[src/rtl/bcc_pkg.sv]
package bcc_pkg;

    typedef enum logic [1:0] {
        CLS_OTHER  = 2'd0,
        CLS_BRANCH = 2'd1,
        CLS_FLAGOP = 2'd2
    } instr_class_e;

    typedef enum logic [3:0] {
        BC_NONE   = 4'h0,
        BC_ALWAYS = 4'h1,
        BC_NE     = 4'h2,
        BC_EQ     = 4'h3,
        BC_GE     = 4'h4,
        BC_LT     = 4'h5,
        BC_GT     = 4'h6,
        BC_LE     = 4'h7,
        BC_PL     = 4'h8,
        BC_MI     = 4'h9,
        BC_HI     = 4'hA,
        BC_LOS    = 4'hB,
        BC_VC     = 4'hC,
        BC_VS     = 4'hD,
        BC_CC     = 4'hE,
        BC_CS     = 4'hF
    } br_code_e;

    typedef struct packed {
        logic n;
        logic z;
        logic v;
        logic c;
    } flags_t;

    localparam logic [10:0] FLAGOP_PREFIX = 11'b000_0000_0101;

endpackage

[src/rtl/bcc_decode.sv]
module bcc_decode
    import bcc_pkg::*;
#(
    parameter int INSTR_W = 16,
    parameter int OFF_W   = 8
) (
    input  logic [INSTR_W-1:0] instr,
    output instr_class_e       cls,
    output br_code_e           code,
    output logic [OFF_W-1:0]   offset,
    output logic               op_sense,
    output logic [3:0]         op_mask
);

    logic       group_zero;
    logic       prefix_hit;
    logic [1:0] sel;

    always_comb begin
        code       = br_code_e'({instr[15], instr[10:8]});
        offset     = instr[OFF_W-1:0];
        op_sense   = instr[4];
        op_mask    = instr[3:0];
        group_zero = (instr[14:11] == 4'b0000);
        prefix_hit = (instr[15:5] == FLAGOP_PREFIX);
        sel        = {prefix_hit, group_zero && (code != BC_NONE)};
        unique case (sel)
            2'b01:   cls = CLS_BRANCH;
            2'b10:   cls = CLS_FLAGOP;
            default: cls = CLS_OTHER;
        endcase
    end

endmodule

[src/rtl/bcc_cond_eval.sv]
module bcc_cond_eval
    import bcc_pkg::*;
(
    input  flags_t   f,
    input  br_code_e code,
    output logic     cond_true
);

    logic sgn_lt;

    always_comb begin
        sgn_lt = f.n ^ f.v;
        unique case (code)
            BC_NONE:   cond_true = 1'b0;
            BC_ALWAYS: cond_true = 1'b1;
            BC_NE:     cond_true = !f.z;
            BC_EQ:     cond_true = f.z;
            BC_GE:     cond_true = !sgn_lt;
            BC_LT:     cond_true = sgn_lt;
            BC_GT:     cond_true = !(f.z || sgn_lt);
            BC_LE:     cond_true = f.z || sgn_lt;
            BC_PL:     cond_true = !f.n;
            BC_MI:     cond_true = f.n;
            BC_HI:     cond_true = !f.c && !f.z;
            BC_LOS:    cond_true = f.c || f.z;
            BC_VC:     cond_true = !f.v;
            BC_VS:     cond_true = f.v;
            BC_CC:     cond_true = !f.c;
            BC_CS:     cond_true = f.c;
            default:   cond_true = 1'b0;
        endcase
    end

endmodule

[src/rtl/bcc_target.sv]
module bcc_target #(
    parameter int ADDR_W = 16,
    parameter int OFF_W  = 8
) (
    input  logic [ADDR_W-1:0] pc_inc,
    input  logic [OFF_W-1:0]  offset,
    output logic [ADDR_W-1:0] target
);

    localparam int EXT_W = ADDR_W - OFF_W - 1;

    logic [ADDR_W-1:0] byte_disp;

    always_comb begin
        byte_disp = {{EXT_W{offset[OFF_W-1]}}, offset, 1'b0};
        target    = pc_inc + byte_disp;
    end

endmodule

[src/rtl/bcc_flag_reg.sv]
module bcc_flag_reg
    import bcc_pkg::*;
(
    input  logic   clk,
    input  logic   rst_n,
    input  logic   alu_we,
    input  flags_t alu_flags,
    input  logic   op_en,
    input  logic   op_sense,
    input  flags_t op_mask,
    output flags_t flags_q
);

    flags_t flags_d;

    always_comb begin
        if (alu_we) begin
            flags_d = alu_flags;
        end else if (op_en) begin
            flags_d = op_sense ? (flags_q | op_mask) : (flags_q & ~op_mask);
        end else begin
            flags_d = flags_q;
        end
    end

    always_ff @(posedge clk) begin
        if (!rst_n) begin
            flags_q <= '0;
        end else begin
            flags_q <= flags_d;
        end
    end

    a_r9_alu_load: assert property (@(posedge clk) disable iff (!rst_n)
        alu_we |=> (flags_q == $past(alu_flags)));

    a_r7_set_bits: assert property (@(posedge clk) disable iff (!rst_n)
        (op_en && op_sense && !alu_we) |=>
            ((flags_q & $past(op_mask)) == $past(op_mask)));

    a_r7_clear_bits: assert property (@(posedge clk) disable iff (!rst_n)
        (op_en && !op_sense && !alu_we) |=> ((flags_q & $past(op_mask)) == '0));

    a_r7_others_kept: assert property (@(posedge clk) disable iff (!rst_n)
        (op_en && !alu_we) |=>
            ((flags_q & ~$past(op_mask)) == ($past(flags_q) & ~$past(op_mask))));

    a_r8_empty_mask: assert property (@(posedge clk) disable iff (!rst_n)
        (op_en && (op_mask == '0) && !alu_we) |=> $stable(flags_q));

    a_r10_hold: assert property (@(posedge clk) disable iff (!rst_n)
        (!op_en && !alu_we) |=> $stable(flags_q));

endmodule

[src/rtl/bcc_unit.sv]
module bcc_unit
    import bcc_pkg::*;
#(
    parameter int ADDR_W  = 16,
    parameter int INSTR_W = 16,
    parameter int OFF_W   = 8
) (
    input  logic               clk,
    input  logic               rst_n,
    input  logic               instr_valid,
    input  logic [INSTR_W-1:0] instr,
    input  logic [ADDR_W-1:0]  pc_inc,
    input  logic               alu_flag_we,
    input  logic [3:0]         alu_flags,
    output logic               br_taken,
    output logic [ADDR_W-1:0]  br_target,
    output logic [3:0]         flags
);

    instr_class_e     cls;
    br_code_e         code;
    logic [OFF_W-1:0] offset;
    logic             op_sense;
    logic [3:0]       op_mask;
    logic             cond_true;
    logic             op_en;
    flags_t           flags_q;

    bcc_decode #(
        .INSTR_W (INSTR_W),
        .OFF_W   (OFF_W)
    ) u_decode (
        .instr    (instr),
        .cls      (cls),
        .code     (code),
        .offset   (offset),
        .op_sense (op_sense),
        .op_mask  (op_mask)
    );

    bcc_cond_eval u_cond (
        .f         (flags_q),
        .code      (code),
        .cond_true (cond_true)
    );

    bcc_target #(
        .ADDR_W (ADDR_W),
        .OFF_W  (OFF_W)
    ) u_target (
        .pc_inc (pc_inc),
        .offset (offset),
        .target (br_target)
    );

    bcc_flag_reg u_flags (
        .clk       (clk),
        .rst_n     (rst_n),
        .alu_we    (alu_flag_we),
        .alu_flags (flags_t'(alu_flags)),
        .op_en     (op_en),
        .op_sense  (op_sense),
        .op_mask   (flags_t'(op_mask)),
        .flags_q   (flags_q)
    );

    always_comb begin
        op_en    = instr_valid && (cls == CLS_FLAGOP);
        br_taken = instr_valid && (cls == CLS_BRANCH) && cond_true;
        flags    = flags_q;
    end

    a_r11_idle_not_taken: assert property (@(posedge clk) disable iff (!rst_n)
        !instr_valid |-> !br_taken);

    a_r5_code_zero: assert property (@(posedge clk) disable iff (!rst_n)
        (instr[15] == 1'b0 && instr[10:8] == 3'b000) |-> !br_taken);

    a_r2_group_bits: assert property (@(posedge clk) disable iff (!rst_n)
        br_taken |-> (instr[14:11] == 4'b0000));

    a_r3_always_taken: assert property (@(posedge clk) disable iff (!rst_n)
        (instr_valid && instr[15:8] == 8'h01) |-> br_taken);

endmodule

[config.mk]
export PLATFORM = sky130hd
export DESIGN_NAME = bcc_unit
export DESIGN_NICKNAME = d
export VERILOG_FILES = /design/src/rtl/bcc_pkg.sv /design/src/rtl/bcc_decode.sv /design/src/rtl/bcc_cond_eval.sv /design/src/rtl/bcc_target.sv /design/src/rtl/bcc_flag_reg.sv /design/src/rtl/bcc_unit.sv
export SDC_FILE = /design/constraint.sdc
export NUM_CORES = 1
export LEC_CHECK = 0
export ABC_AREA = 1
export BUFFER_PORTS_ARGS = -buffer_cell sky130_fd_sc_hd__buf_2
export CELL_PAD_IN_SITES_DETAIL_PLACEMENT = 0
export CELL_PAD_IN_SITES_GLOBAL_PLACEMENT = 2
export CORE_MARGIN = 10
export CORE_UTILIZATION = 22
export DETAILED_ROUTE_END_ITERATION = 6
export PLACE_DENSITY_LB_ADDON = 0.12
export SLEW_MARGIN = 20
export SYNTH_ARGS = -nofsm -noshare
export SYNTH_HDL_FRONTEND = slang
export SYNTH_HIERARCHICAL = 1
export SYNTH_SLANG_ARGS = --single-unit
[constraint.sdc]
create_clock -name clk -period 1.8 [get_ports clk]
set_input_delay 0.09 -clock clk [delete_from_list [all_inputs] [get_ports clk]]
set_output_delay 0.09 -clock clk [all_outputs]
set_load 0.02 [all_outputs]
== After elaboration in Yosys (flattened, before gate mapping) ==
Cells that the tools add are included.
W data, S select, Z words.

* Bits in registers: 4
* Bits in latches: 0
* Bits in writable memories: 0
* ROM bits: 0
* Logic and storage cells: 51
* Memories kept: 0

* Add/sub/neg operators: 1
* Multiply operators: 0
* Divide/modulo/power cells: 0
* Magnitude comparators: 0
* Eq/ne operators: 20
* Shift operators: 0
* Muxes and demuxes: 5
* Bitwise logic cells: 4
* Reductions and logical operators: 17

{| class="wikitable"
|+ Operators by type and width
! kind !! number
|-
| $eq A4 B4 Y1 const B || 8
|-
| $add A16 B16 Y16 || 1
|-
| $eq A4 B3 Y1 const B || 4
|-
| $pmux W1 S16 || 1
|-
| $mux W4 || 3
|-
| $eq A11 B3 Y1 const B || 1
|-
| $eq A4 B2 Y1 const B || 2
|-
| $logic_not A4 Y1 || 2
|-
| $logic_not A1 Y1 || 6
|-
| $logic_and A1 B1 Y1 || 5
|-
| $and A4 B4 Y4 || 1
|-
| $eq A2 B1 Y1 const B || 2
|-
| $eq A2 B2 Y1 const B || 2
|-
| $eq A4 B1 Y1 const B || 1
|-
| $not A4 Y4 || 1
|-
| $or A4 B4 Y4 || 1
|-
| $pmux W2 S2 || 1
|-
| $reduce_bool A4 Y1 || 1
|-
| $logic_or A1 B1 Y1 || 2
|-
| $reduce_bool A2 Y1 || 1
|-
| $xor A1 B1 Y1 || 1
|}

== Logic depth before layout (Yosys ltp) ==
Gate-level depths: netlist (run 1).

* Depth after elaboration: 8
* Depth in mapped cells: 11

== Cells and area by module ==
The synthesis (run 1) kept the hierarchy.

{| class="wikitable"
|+ By module, submodules not included
! module !! times used !! cells each !! area each (µm²) !! sequential area each (µm²)
|-
| bcc_target || 1 || 156 || 845.8 || 0.0
|-
| bcc_flag_reg || 1 || 35 || 215.2 || 80.1
|-
| bcc_cond_eval || 1 || 44 || 178.9 || 0.0
|-
| bcc_decode || 1 || 27 || 172.7 || 0.0
|-
| bcc_unit || 1 || 6 || 22.5 || 0.0
|}

== Worst setup path after synthesis (run 1) ==
Ideal clock, no wire load.

* Path kind: in2out
* Start point: input port instr[0]
* End point: output port br_target[7]
* Arrival: 1.450 ns
* Setup slack: 0.260 ns
* Stages on the path: 8
* Path buffers: 1
* Cells stage by stage: buf_4 -> ha_1 -> fa_1 -> nand2_1 -> nand2_1 -> nand3_1 -> nand2_2 -> xor2_1

* Cells in the longest elaborated chain, start to end: 1

{| class="wikitable"
|+ RTL lines
! element !! RTL line !! source
|-
| start: declaration || bcc_unit.sv:11 || <nowiki>input logic [INSTR_W-1:0] instr,</nowiki>
|-
| $add A16 B16 Y16 || bcc_target.sv:16 || <nowiki>target = pc_inc + byte_disp;</nowiki>
|-
| end: declaration || bcc_unit.sv:16 || <nowiki>output logic [ADDR_W-1:0] br_target,</nowiki>
|}

No other way between the ends.

== Worst setup path after layout (run 1) ==
* Start point: input port instr[0]
* End point: output port br_target[15]

Same word-level chain as after synthesis.

==> results of run 1 <==
-- layout make-up --
cell class,instances,area (µm²)
Clock buffer,3,41.3
Fill cell,771,4620
Inverter,43,161
Multi-Input combinational cell,202,1050
Sequential cell,4,80.1
Tap cell,77,96.3
Timing Repair Buffer,59,298
-- per-stage QoR --
stage                     hold slack (ns)  power, mW
final                               0.142      0.850
after global routing                0.143      0.942
after CTS                           0.137      0.873
after detailed placement            0.180      0.678
after global placement              0.180      0.680
after floorplan                     0.228      0.520
-- how the worst min path moves through the flow --
stage                     cells after the start  slack (ns)           end  startpoint
after floorplan                               2        0.23     flip-flop       rst_n
after global placement                        0        0.18  br_target[0]   pc_inc[0]
after detailed placement                      0        0.18  br_target[0]   pc_inc[0]
after CTS                                     3        0.14     flip-flop       rst_n
after global routing                          3        0.14     flip-flop       rst_n
final                                         3        0.14     flip-flop       rst_n
-- worst reg2reg max path, delay by kind of cell (launching register included) --
kind | cells | cell delay (ns)
buffers and inverters | 1 | 0.06
flip-flops | 1 | 0.40
AND/OR/NAND/NOR | 2 | 0.12
AO/OA/AOI/OAI | 1 | 0.12
-- synthesized netlist by cell type --
| library cell | count |
|---|---|
| nor2_2 | 3 |
| dfxtp_1 | 4 |
| xor2_1 | 5 |
| ha_1 | 14 |
| nor3_2 | 2 |
| inv_1 | 41 |
| a21oi_2 | 1 |
| fa_1 | 1 |
| a21oi_4 | 1 |
| o21ai_0 | 5 |
| a21oi_1 | 13 |
| or2_0 | 2 |
| nand4_1 | 2 |
| inv_2 | 2 |
| xnor2_1 | 3 |
| nand3_2 | 1 |
| nand3_1 | 22 |
| nand2_2 | 3 |
| buf_4 | 19 |
| nand2_1 | 96 |
| nor2_1 | 27 |
| and2_1 | 1 |
-- layer usage --
| metal | up-vias | global-route usage, % | wire (µm) |
|---|---|---|---|
| met1 | 678 | 10.2 | 1990 |
| met4 | 0 | 1.63 | 0 |
| met3 | 0 | 1.78 | 261 |
| met2 | 34 | 14.8 | 2200 |
| met5 | - | 0 | 0 |
| li1 | 897 | - | - |
-- cells by family after synthesis --
family	count (synthesis)	synth area share [%]
simple gates	159	46.7
xor+xnor	8	4.88
compound gates	20	8.02
buf+inv	62	21.2
flops	4	5.58
fa+ha+maj	15	13.6
-- power by group through the flow --
stage,Sequential (mW),Clock (mW),Combinational (mW)
floorplan,0.110,0,0.410
global route,0.104,0.198,0.640
finish,0.103,0.187,0.560
global placement,0.104,0,0.576
CTS,0.103,0.195,0.575
detailed placement,0.104,0,0.573
-- timing repair --
action,CTS,global route
gates resized for setup,0,1
endpoints found under the setup margin,0,1
setup buffers,0,0
==> run_results.csv, run 1 <==
group,metric,value,unit
run_status,status,"finished clean",
floorplan,start_util,22.6,%
pwr,swShare,47.8,%
timing,setup_slack,0.168,ns
global_route,grt-ovfl-total,0,
layout,fin_cells,388,
cts,cts_tree,"built",
floorplan,die_height,101,µm
critical_path,arrival,1.54,ns
layout,syn_to_final_growth,20.6,%
critical_path,worstPathMaxFanout,3,
critical_path,critical_path_class,"in -> out",
critical_path,crit_end,"br_target[15]",
layout,final_cell_mix,"95 x nand2_1, 58 x buf_2, 41 x inv_1, 27 x nor2_1, 22 x nand3_1",
placement,io_buffers,58,
cts,hold_buffers,0,
timing,fin_setup_tns,0,ns
critical_path,slowest_delay,0.41,ns
placement,place_area,1690,µm²
synth,ys_ff_latch,4,
critical_path,crit_path_cell_trace,"buf_2 -> ha_1 -> fa_1 -> nand2_2 -> nand2_1 -> nand3_1 -> nand2_2 -> nand2_1 -> nand2_1 -> nand2_1 -> nand2_1 -> buf_2",
global_route,grt_max_degree,10,
critical_path,cp.depth,12,
timing,setup_viol,0,
detailed_routing,route.detailed.drc,0,
layout,nets,368,
timing,rsz0062_at_grt,"false",
timing,period_share,90.7,%
layout,antenna_cells,0,
synth,synth_top_cell_by_area,"nand2_1",
cts,clk_latency,0.22,ns
critical_path,critical_path_buf_inv_count,2,
detailed_routing,totalWireLength,4450,µm
critical_path,ff2ff_path_depth,4,
detailed_routing,drt_iter0_drc,31,
synth,synth_cell_type_count,22,
layout,stdcell_area,1730,µm²
detailed_routing,drt_first_pass_iters,4,
timing,post-route-min-period,1.63,ns
synth,syn-num-nets,323,
critical_path,required,1.71,ns
global_route,grtUsageTotal,8.40,%
synth,syn-instance-count,268,
critical_path,cp-end-kind,"output pin",
cts,cts_made_buffers,3,
layout,drive_gt1_share,24.4,%
detailed_routing,vias_per_cell,4.15,
synth,yosys-top-cells-area,"nand2_1 25%, ha_1 12%, inv_1 11%, buf_4 9.9%, nand3_1 7.7%",
critical_path,reg2reg_slack,1.03,ns
floorplan,floorplan.rows,29,
placement,dp_cells,385,
pwr,p_per_area,491,nW/µm²
pwr,vdd_drop_max,0.263,mV
synth,syn_area,1440,µm²
timing,slew_headroom,83.4,%
global_route,grt_pass1_wl,7180,µm
detailed_routing,avgRoutedWirePerCell,11.5,µm
pwr,clock_power_share,22.1,%
timing,report.final.slew_viol_count,0,
timing,tightestPinTransition,0.250,ns
cts,cts.path.max_buffers,2,
timing,hold_viol_final,0,
layout,final_common_cell,"nand2_1",
global_route,grt_pass1_vias,1621,
floorplan,core-area,6350,µm²
worst_hold_path,hold_path_class,"in -> reg",
run,drv_cap,0,
pwr,power_leakage,1.04,nW
critical_path,start_kind,"input pin",
cts,htreeDepth,1,
placement,preCtsSetupSlack,0.122,ns
pwr,p_int,0.443,mW
synth,ys_seq_area_share,5.58,%
synth,syn_area_per_cell,5.35,µm²
critical_path,critPathTopFamily,"adder cells",
cts,clockRootBuffer,"clkbuf_8",
placement,gp_congestion,0.738,
global_route,antenna_found_initial,0,
pwr,p_comb_share,65.9,%
placement,hpwl,4050,µm
floorplan,io_pins,61,
cts,cts.sinks,4,
detailed_routing,antenna_left,0,
timing,skew,0,ns
detailed_routing,vias,1609,
pwr,p_sw,0.406,mW
critical_path,crit_top_cell,"nand2_1",
synth,synth_top_area_share,25.1,%
layout,finalCoreUtilization,27.3,%
critical_path,worst_path_max_delay_cell,"fa_1",
critical_path,crit_start,"instr[0]",
floorplan,die_w,101,µm
synth,yosysWarningCount,6,
timing,clock.fmax,0.613,GHz
pwr,seqPwrFrac,12.1,%
cts,clk_pin_slew_worst_paths,0.03,ns
floorplan,die_area,10200,µm²
(Power assumes the default switching activity.)
==> inputs of run 2 (changes only) <==
- CORE_MARGIN: 10 -> 5
- HOLD_SLACK_MARGIN: not set -> 0.15
==> run 2 against run 1 <==
  * Sequential share of layout area barely moved
  * Final cell count rose by 0.26%
  * Maximum frequency rose by 2.0%
  * Critical endpoint unchanged
  * Largest cell class unchanged
==> run_results.csv, run 2 (synthesis gave the netlist of run 1 again) <==
group,metric,value,unit
run_status,status,"finished clean",
timing,rsz0062_at_grt,"false",
layout,final_common_cell,"nand2_1",
critical_path,crit_start,"instr[0]",
floorplan,die_w,90.8,µm
timing,tightestPinTransition,0.228,ns
cts,clk_pin_slew_worst_paths,0.03,ns
layout,fin_cells,389,
critical_path,crit_path_cell_trace,"buf_2 -> ha_1 -> fa_2 -> nand2_1 -> nand2_1 -> nand3_1 -> nand2_2 -> nand2_1 -> nand2_1 -> nand2_1 -> nand2_1 -> buf_2",
timing,hold_viol_final,0,
placement,preCtsSetupSlack,0.111,ns
floorplan,die_height,90.8,µm
global_route,grt-ovfl-total,0,
placement,gp_congestion,0.793,
placement,hpwl,3720,µm
timing,setup_slack,0.200,ns
critical_path,worstPathMaxFanout,3,
detailed_routing,totalWireLength,4070,µm
detailed_routing,vias,1592,
floorplan,floorplan.rows,29,
layout,drive_gt1_share,24.4,%
critical_path,critical_path_buf_inv_count,2,
pwr,power_leakage,1.05,nW
timing,report.final.slew_viol_count,0,
detailed_routing,drt_iter0_drc,32,
detailed_routing,route.detailed.drc,0,
cts,cts_made_buffers,3,
critical_path,cp-end-kind,"output pin",
cts,htreeDepth,1,
critical_path,critical_path_class,"in -> out",
worst_hold_path,hp-start,"alu_flags[1]",
timing,setup_viol,0,
cts,post-cts-setup-buffers,0,
layout,syn_to_final_growth,21.3,%
detailed_routing,avgRoutedWirePerCell,10.5,µm
layout,nets,369,
timing,slew_headroom,84.8,%
layout,nFillCells,754,
global_route,top_usage_layer,"met2",
detailed_routing,antenna_left,0,
timing,post-route-min-period,1.60,ns
critical_path,slowest_delay,0.35,ns
worst_hold_path,hold_path_class,"in -> reg",
critical_path,critPathTopFamily,"simple AND/OR/NAND/NOR gates",
global_route,antenna_found_initial,0,
pwr,vdd_drop_max,0.311,mV
detailed_routing,vias_per_cell,4.09,
pwr,total_power,0.846,mW
timing,fin_setup_tns,0,ns
critical_path,arrival,1.51,ns
timing,period_share,88.9,%
critical_path,required,1.71,ns
cts,cts_tree,"built",
timing,whs,0.157,ns
placement,dp_cells,385,
global_route,grtUsageTotal,9.94,%
cts,cts.path.max_buffers,2,
global_route,grt_pass1_vias,1633,
pwr,p_per_area,486,nW/µm²
global_route,grt_use_met3,1.17,%
detailed_routing,drt_first_pass_iters,4,
critical_path,worst_path_max_delay_cell,"fa_2",
floorplan,start_util,22.6,%
global_route,grt_use_met1,12.4,%
layout,antenna_cells,0,
global_route,grt_pass1_wl,7070,µm
layout,stdcell_area,1740,µm²
floorplan,die_area,8240,µm²
layout,finalCoreUtilization,27.4,%
global_route,gr-usage-met2,18.2,%
placement,place_area,1690,µm²
cts,clockRootBuffer,"clkbuf_8",
floorplan,io_pins,61,
cts,cts.sinks,4,
critical_path,crit_top_cell,"nand2_1",
run,drv_cap,0,
critical_path,start_kind,"input pin",
placement,io_buffers,58,
timing,skew,0,ns
floorplan,core-area,6350,µm²
timing,clock.fmax,0.625,GHz
cts,clk_latency,0.21,ns
layout,final_cell_mix,"96 x nand2_1, 58 x buf_2, 41 x inv_1, 27 x nor2_1, 22 x nand3_1",
global_route,grt_max_degree,10,
run 2: cell types whose count changed in the layout (fill, tap and decap cells not counted), sizes merged:
| cell | before | now |
|---|---|---|
| dlygate4sd3 | 0 | 1 |
run 2: path summary, 6_finish.rpt:
path	endpoint	slack, ns	depth (start not counted)
min	flip-flop	0.16	3
max	br_target[15]	0.20	12
min reg2reg	flip-flop	0.59	4
max reg2reg	flip-flop	1.05	4
run 2: cell type report:
class | instances | area, µm² | share of cell area (%)
timing repair buffer | 60 | 308 | 17.7
tap | 77 | 96.3 | 5.54
clock buffer | 3 | 41.3 | 2.37
multi-input combinational | 202 | 1050 | 60.5
sequential | 4 | 80.1 | 4.60
inverter | 43 | 161 | 9.27
run 2: layer usage:
layer	routed length, µm	vias up
li1	-	899
met1	1910	662
met2	2000	29
met3	147	2
met4	5	0
met5	0	-
run 2: worst reg2reg max path: stages, from the launching register on:
cell,delay [ns]
dfxtp_1,0.39
inv_1,0.06
nand2_1,0.06
nand2_1,0.06
a21oi_1,0.11
run 2: repair_timing:
| item | 4_1_cts | 5_1_grt |
|---|---|---|
| setup endpoints to repair | 0 | 2 |
| endpoints found under the hold margin | 4 | 0 |
| hold buffers | 1 | 0 |
| resized for setup | 0 | 1 |
run 2: where the power goes:
group | switching, mW | internal, mW
logic | 0.352 | 0.206
registers | 0.00677 | 0.0957
clock network | 0.0429 | 0.142
total | 0.401 | 0.444
